$ cat src/rtl/lcs_pkg.sv
package lcs_pkg;
   localparam int unsigned LCS_DATA_W   = 32;
   localparam int unsigned LCS_CE_BIT   = 16;
   localparam int unsigned LCS_STC_BIT  = 8;
   localparam int unsigned LCS_STET_BIT = 1;
   localparam int unsigned LCS_STE_BIT  = 0;

   typedef struct packed {
      logic cmp_err;
      logic st_cmpl;
      logic st_etype;
      logic st_err;
   } lcs_flags_t;
endpackage

$ cat src/rtl/lcs_err_flag.sv
module lcs_err_flag (
   input  logic clk,
   input  logic rst_n,
   input  logic set_i,
   input  logic clr_i,
   output logic flag_o
);
   always_ff @(posedge clk) begin
      if (!rst_n)
         flag_o <= 1'b0;
      else if (set_i)
         flag_o <= 1'b1;
      else if (clr_i)
         flag_o <= 1'b0;
   end

   assert_set_R2: assert property (@(posedge clk) disable iff (!rst_n)
      set_i |=> flag_o);
   assert_sticky_R2: assert property (@(posedge clk) disable iff (!rst_n)
      (flag_o && !clr_i) |=> flag_o);
   assert_clear_R3: assert property (@(posedge clk) disable iff (!rst_n)
      (clr_i && !set_i) |=> !flag_o);
   assert_set_wins_R5: assert property (@(posedge clk) disable iff (!rst_n)
      (set_i && clr_i) |=> flag_o);
endmodule

$ cat src/rtl/lcs_selftest_flags.sv
module lcs_selftest_flags (
   input  logic clk,
   input  logic rst_n,
   input  logic active_i,
   input  logic done_i,
   input  logic fail_i,
   input  logic phase_i,
   output logic cmpl_o,
   output logic err_o,
   output logic etype_o
);
   logic capture_open;
   assign capture_open = !err_o && !cmpl_o;

   always_ff @(posedge clk) begin
      if (!rst_n || !active_i) begin
         cmpl_o  <= 1'b0;
         err_o   <= 1'b0;
         etype_o <= 1'b0;
      end else begin
         if (fail_i && capture_open) begin
            err_o   <= 1'b1;
            etype_o <= phase_i;
         end
         if (done_i)
            cmpl_o <= 1'b1;
      end
   end

   assert_idle_clear_R6: assert property (@(posedge clk) disable iff (!rst_n)
      !active_i |=> (!cmpl_o && !err_o && !etype_o));
   assert_done_R7: assert property (@(posedge clk) disable iff (!rst_n)
      (active_i && done_i) |=> cmpl_o);
   assert_fail_R8: assert property (@(posedge clk) disable iff (!rst_n)
      (active_i && fail_i && !err_o && !cmpl_o) |=> (err_o && etype_o == $past(phase_i)));
   assert_freeze_R9: assert property (@(posedge clk) disable iff (!rst_n)
      (active_i && (err_o || cmpl_o)) |=> ($stable(err_o) && $stable(etype_o)));
endmodule

$ cat src/rtl/lcs_read_mux.sv
module lcs_read_mux
   import lcs_pkg::*;
#(
   parameter int unsigned DATA_W      = LCS_DATA_W,
   parameter int unsigned CE_BIT      = LCS_CE_BIT,
   parameter int unsigned STC_BIT     = LCS_STC_BIT,
   parameter int unsigned STET_BIT    = LCS_STET_BIT,
   parameter int unsigned STE_BIT     = LCS_STE_BIT,
   parameter bit          FULL_DECODE = 1'b1
) (
   input  logic              hit_i,
   input  logic              active_i,
   input  lcs_flags_t        flags_i,
   output logic [DATA_W-1:0] rdata_o
);
   localparam logic [DATA_W-1:0] MASK = (DATA_W'(1) << CE_BIT) | (DATA_W'(1) << STC_BIT)
                                      | (DATA_W'(1) << STET_BIT) | (DATA_W'(1) << STE_BIT);
   logic [DATA_W-1:0] word;

   always_comb begin
      word = '0;
      word[CE_BIT]   = flags_i.cmp_err;
      word[STC_BIT]  = flags_i.st_cmpl  & active_i;
      word[STET_BIT] = flags_i.st_etype & active_i;
      word[STE_BIT]  = flags_i.st_err   & active_i;
   end

   generate
      if (FULL_DECODE) begin : g_full
         assign rdata_o = hit_i ? word : '0;
      end else begin : g_alias
         logic unused_hit;
         assign unused_hit = hit_i;
         assign rdata_o = word;
      end
   endgenerate

   always_comb begin
      assert_reserved_zero_R1: assert ((rdata_o & ~MASK) == '0);
   end
endmodule

$ cat src/rtl/lockstep_cmp_status.sv
module lockstep_cmp_status
   import lcs_pkg::*;
#(
   parameter int unsigned     ADDR_W      = 8,
   parameter int unsigned     DATA_W      = LCS_DATA_W,
   parameter logic [ADDR_W-1:0] REG_ADDR  = '0,
   parameter int unsigned     CE_BIT      = LCS_CE_BIT,
   parameter int unsigned     STC_BIT     = LCS_STC_BIT,
   parameter int unsigned     STET_BIT    = LCS_STET_BIT,
   parameter int unsigned     STE_BIT     = LCS_STE_BIT,
   parameter bit              FULL_DECODE = 1'b1
) (
   input  logic              clk,
   input  logic              rst_n,
   input  logic [ADDR_W-1:0] bus_addr,
   input  logic              bus_wr,
   input  logic [DATA_W-1:0] bus_wdata,
   input  logic              bus_priv,
   output logic [DATA_W-1:0] bus_rdata,
   input  logic              cmp_mismatch,
   input  logic              mode_selftest,
   input  logic              st_done,
   input  logic              st_fail,
   input  logic              st_phase
);
   generate
      if (CE_BIT >= DATA_W || STC_BIT >= DATA_W || STET_BIT >= DATA_W || STE_BIT >= DATA_W)
         begin : g_bad_pos
         $error("lockstep_cmp_status: flag bit outside data word");
      end
      if (CE_BIT == STC_BIT || CE_BIT == STET_BIT || CE_BIT == STE_BIT ||
          STC_BIT == STET_BIT || STC_BIT == STE_BIT || STET_BIT == STE_BIT) begin : g_bad_overlap
         $error("lockstep_cmp_status: flag bits overlap");
      end
      if (ADDR_W == 0) begin : g_bad_addr
         $error("lockstep_cmp_status: address width must be nonzero");
      end
   endgenerate

   logic       hit;
   logic       clr_req;
   lcs_flags_t flags;
   logic       unused_wdata;

   assign hit          = (bus_addr == REG_ADDR);
   assign clr_req      = bus_wr && hit && bus_priv && bus_wdata[CE_BIT];
   assign unused_wdata = ^bus_wdata;

   lcs_err_flag u_err (
      .clk    (clk),
      .rst_n  (rst_n),
      .set_i  (cmp_mismatch),
      .clr_i  (clr_req),
      .flag_o (flags.cmp_err)
   );

   lcs_selftest_flags u_st (
      .clk      (clk),
      .rst_n    (rst_n),
      .active_i (mode_selftest),
      .done_i   (st_done),
      .fail_i   (st_fail),
      .phase_i  (st_phase),
      .cmpl_o   (flags.st_cmpl),
      .err_o    (flags.st_err),
      .etype_o  (flags.st_etype)
   );

   lcs_read_mux #(
      .DATA_W      (DATA_W),
      .CE_BIT      (CE_BIT),
      .STC_BIT     (STC_BIT),
      .STET_BIT    (STET_BIT),
      .STE_BIT     (STE_BIT),
      .FULL_DECODE (FULL_DECODE)
   ) u_rd (
      .hit_i    (hit),
      .active_i (mode_selftest),
      .flags_i  (flags),
      .rdata_o  (bus_rdata)
   );

   assert_user_write_R4: assert property (@(posedge clk) disable iff (!rst_n)
      (flags.cmp_err && bus_wr && !bus_priv) |=> flags.cmp_err);
   assert_other_addr_R12: assert property (@(posedge clk) disable iff (!rst_n)
      (flags.cmp_err && bus_wr && !hit) |=> flags.cmp_err);
   assert_stc_idle_R6: assert property (@(posedge clk) disable iff (!rst_n)
      !mode_selftest |-> (bus_rdata[STC_BIT] == 1'b0));
   assert_st_write_R10: assert property (@(posedge clk) disable iff (!rst_n)
      (bus_wr && mode_selftest && !st_done && !st_fail && (flags.st_err || flags.st_cmpl))
      |=> ($stable(flags.st_err) && $stable(flags.st_etype)));
   assert_reset_R11: assert property (@(posedge clk)
      !rst_n |=> (!flags.cmp_err && !flags.st_cmpl && !flags.st_err && !flags.st_etype));
endmodule

$ cat config.mk
export PLATFORM = sky130hd
export DESIGN_NAME = lockstep_cmp_status
export DESIGN_NICKNAME = d
export VERILOG_FILES = /design/src/rtl/lcs_pkg.sv /design/src/rtl/lcs_err_flag.sv /design/src/rtl/lcs_selftest_flags.sv /design/src/rtl/lcs_read_mux.sv /design/src/rtl/lockstep_cmp_status.sv
export SDC_FILE = /design/constraint.sdc
export NUM_CORES = 1
export LEC_CHECK = 0
export BUFFER_PORTS_ARGS = -buffer_cell sky130_fd_sc_hd__buf_2
export CORE_MARGIN = 2
export CORE_UTILIZATION = 22
export DETAILED_ROUTE_END_ITERATION = 8
export GPL_TIMING_DRIVEN = 0
export PLACE_DENSITY_LB_ADDON = 0.3
export SYNTH_ARGS = -nofsm -noshare
export SYNTH_HDL_FRONTEND = slang
export SYNTH_SLANG_ARGS = --single-unit
$ cat constraint.sdc
create_clock -name clk -period 1.3 [get_ports clk]
set_input_delay 0.26 -clock clk [delete_from_list [all_inputs] [get_ports clk]]
set_output_delay 0.26 -clock clk [all_outputs]
set_load 0.02 [all_outputs]
# Word level (Yosys, flattened, before mapping)
# Index checks and enable logic that the tools add are counted.
# op_classes
muxes	3
n_bitwise	3
n_reduce_logical	12
# ops
cell	count
$mux 17	1
$logic_not 8->1	1
$logic_and 1x1->1	5
$logic_not 1->1	4
$and 1x1->1	3
$mux 1	2
$reduce_bool 2->1	1
$logic_or 1x1->1	1
# totals
regBits	4
inputBits	49
output_inout_bits	32
elab_cells	22

# Logic depth before layout (Yosys ltp)
# depth
word_depth	6
depth_mapped	3
ltp_nobuf	3

# By module
# Synthesis repeated with hierarchy kept, for this count alone.
# unflattened
hier_cells	54
hier_area_um2	437.9
# by_module_without_submodules
mod	instances	cells_per_inst	area_each_um2	seq_area_each_um2
lcs_read_mux	1	33	240.2	0.0
lcs_selftest_flags	1	13	118.9	60.1
lcs_err_flag	1	3	41.3	20.0
lockstep_cmp_status	1	5	37.5	0.0

# Least setup slack after synthesis
# OpenSTA, ideal clock, no wires.
# synth_timing
kind	in2out
from	in bus_addr[1]
to	out bus_rdata[0]
arrival_ps	1206
setup_slack_ps	-166
cell_stages	3
cell_sequence	or4_4 -> nor2_2 -> and3_1
# synth_between
elab_chain_cells	2
# synth_lines
element	line	source
start: declaration	lockstep_cmp_status.sv:15	input logic [ADDR_W-1:0] bus_addr,
$logic_not 8->1	lockstep_cmp_status.sv:45	assign hit = (bus_addr == REG_ADDR);
$mux 17	lcs_read_mux.sv:30	assign rdata_o = hit_i ? word : '0;
end: declaration	lockstep_cmp_status.sv:19	output logic [DATA_W-1:0] bus_rdata,
# Every way passes these cells.

# Worst setup path after layout
# layout_timing
from	in bus_addr[6]
to	out bus_rdata[0]
# Same word-level chain as after synthesis.

==> impl_metrics.py <==
metrics = {
    "job": {
        "maxCapViolations": 0,
    },
    "power": {
        "swShare": 0.313,
        "pwr-share-clk": 0.313,
        "p_sw_w": 0.000146,
        "p_int_w": 0.000320,
        "p_seq_frac": 0.287,
        "max-vdd-ir-drop_v": 0.000278,
        "p_leak_nw": 0.441,
        "power_density_mw_per_mm2": 630,
        "combPwrFrac": 0.400,
        "power_w": 0.000466,
    },
    "sta": {
        "max_freq_mhz": 622,
        "hold_violations": 0,
        "rsz0062_at_grt": "true",
        "fin_crit_ns": 1.61,
        "fin_ws_ns": -0.309,
        "slew_violations": 0,
        "skew_ns": 0.000162,
        "fin_crit_sh": 1.24,
        "setup_viol_count_final": 4,
    },
    "global_route": {
        "grt_remaining_overflow": 0,
        "grt_use_total": 0.0786,
        "grt_pass1_vias": 329,
        "antenna_found_initial": 0,
        "grt_pass1_wl_mm": 1.15,
        "grt_max_degree": 6,
    },
    "placement": {
        "portBuffers": 21,
        "preCtsSetupSlack_ns": -0.359,
        "place_congestion": 0.574,
        "dp.cells": 125,
        "placed_area_um2": 672,
    },
    "die": {
        "die_height_um": 47.2,
        "core_mm2": 0.00175,
        "die_w_um": 47.2,
        "io_pins": 81,
        "rows": 15,
        "fp.dieArea_mm2": 0.00223,
        "start_util": 0.235,
    },
    "worst_setup_path": {
        "crit_fanout": 5,
        "end_kind": "output pin",
        "crit_type": "input pin to output pin",
        "start_kind": "input pin",
        "critPathRequiredTime_ns": 1.04,
        "worst-endpoint-arrival_ns": 1.35,
    },
    "drt": {
        "wl_per_cell_um": 6.90,
        "routed_via_density": 3.14,
        "via_count": 405,
        "drtIter0Drc": 4,
        "wl_um": 890,
        "ant_nets": 0,
        "first_pass_iters": 2,
        "post-route-drc-count": 0,
    },
    "cts": {
        "clk_path_buf_depth": 2,
        "path_clk_slew_ns": 0.03,
        "cts_root_buffer": "clkbuf_4",
        "cts-buffers-inserted": 3,
        "h-tree-depth": 1,
        "clk_latency_ns": 0.23,
        "cts_tree": "done",
        "clock_sinks": 4,
    },
    "hold_path": {
        "hold_path_class": "input pin to register",
    },
    "status": {
        "status": "finished with violations",
        "violations": "setup timing",
    },
    "yosys": {
        "ys_types": 16,
        "ys_ff_latch": 4,
        "syn_area_per_cell_um2": 7.89,
        "yosys_warnings": 0,
        "synthCells": 52,
        "yosysSeqAreaShare": 0.195,
        "netlist_area_um2": 410,
    },
    "layout": {
        "drive_gt1_frac": 0.577,
        "post-route-util": 0.424,
        "antenna_cells": 0,
        "final_area_um2": 739,
        "fin_cells": 129,
        "syn_to_final_growth_pct": 80.2,
        "nets": 155,
    },
}
## cell type report
class | count | area, um^2
buffer | 28 | 210
clock buffer | 3 | 22.5
fill | 194 | 1010
inverter | 1 | 3.75
multi-input combinational | 46 | 241
sequential | 4 | 80.1
tap | 25 | 31.3
timing repair buffer | 22 | 150
## worst paths after layout
kind / to / slack (ns) / depth (start not counted) / from
setup / recovery: bus_rdata[0] / -0.31 / 5 / bus_addr[6]
hold reg to reg: u_st.err_o / 0.50 / 2 / u_st.err_o
hold / removal: u_st.cmpl_o / 0.24 / 3 / st_done
setup reg to reg: u_st.etype_o / 0.36 / 3 / u_st.cmpl_o
## through the flow
stage	hold slack, ns	TNS (ns)
after floorplan	0.376	-0.445
after global placement	0.467	-1.36
after detailed placement	0.473	-1.39
after CTS	0.239	-1.29
after global routing	0.252	-1.34
final	0.241	-1.21
## power by group through the flow
stage	clock (W)	sequential (W)	combinational, W
after floorplan	0	0.000134	0.000151
after global routing	0.000160	0.000134	0.000202
final	0.000146	0.000134	0.000186
after detailed placement	0	0.000136	0.000180
after global placement	0	0.000135	0.000178
after CTS	0.000156	0.000134	0.000182
## what timing repair did
item                       CTS  global route
gates resized for setup      9             1
pin swaps                    5             3
buffers inserted             1             0
hold buffers                 0             0
setup endpoints to repair    4             4
## layer usage
metal	global-route usage	share of wire	up-vias	wire length, um
met4	0.0500	0	0	0
met3	0.0423	0.13	0	114
met1	0.0409	0.27	163	244
li1	-	-	217	-
met5	0	0	-	0
met2	0.173	0.60	25	531
## layout by cell type, fill, tap and decap left out
cell and count:
buf_4 29, a21oi_1 2, dfxtp_1 4, or4_4 2, and2_2 1, clkbuf_4 3, o21ai_0 1, and3_4 3
inv_1 1, conb_1 28, mux2i_1 1, buf_6 6, buf_2 15, and4b_1 1, nor3b_1 1, nor2_1 4
nand2_1 1, nor2_4 1
## flip-flops by register name, indices dropped and copies added, names as in the netlist
register / cells
u_err.flag_o: 1
u_st.cmpl_o: 1
u_st.err_o: 1
u_st.etype_o: 1
## cells by family (layout without fill, tap and decap cells)
kind of cell	count (synthesis)	after routing	synth area share
mux	1	1	0.0244
buf+inv	29	54	0.521
simple gates	14	14	0.213
flops	4	4	0.195
compound gates	3	3	0.0366
other cells	1	28	0.00914
## cells in the mapped netlist
cell type / count / area share
buf_4: 28 / 0.51
nor2_2: 1 / 0.015
or4_1: 1 / 0.018
or4_4: 1 / 0.027
mux2i_1: 1 / 0.024
nor3b_1: 1 / 0.018
nor2_1: 4 / 0.037
and3_1: 3 / 0.046
o21ai_0: 1 / 0.012
conb_1: 1 / 0.0091
a21oi_1: 2 / 0.024
and4b_1: 1 / 0.024
nand2_1: 1 / 0.0091
dfxtp_1: 4 / 0.20
and2_2: 1 / 0.018
inv_1: 1 / 0.0091
## critical path, cell delays in order
cell    delay [ns]
buf_6         0.09
or4_4         0.53
nor2_4        0.16
and3_4        0.19
buf_6         0.11
Power figures use the tool's default switching activity.
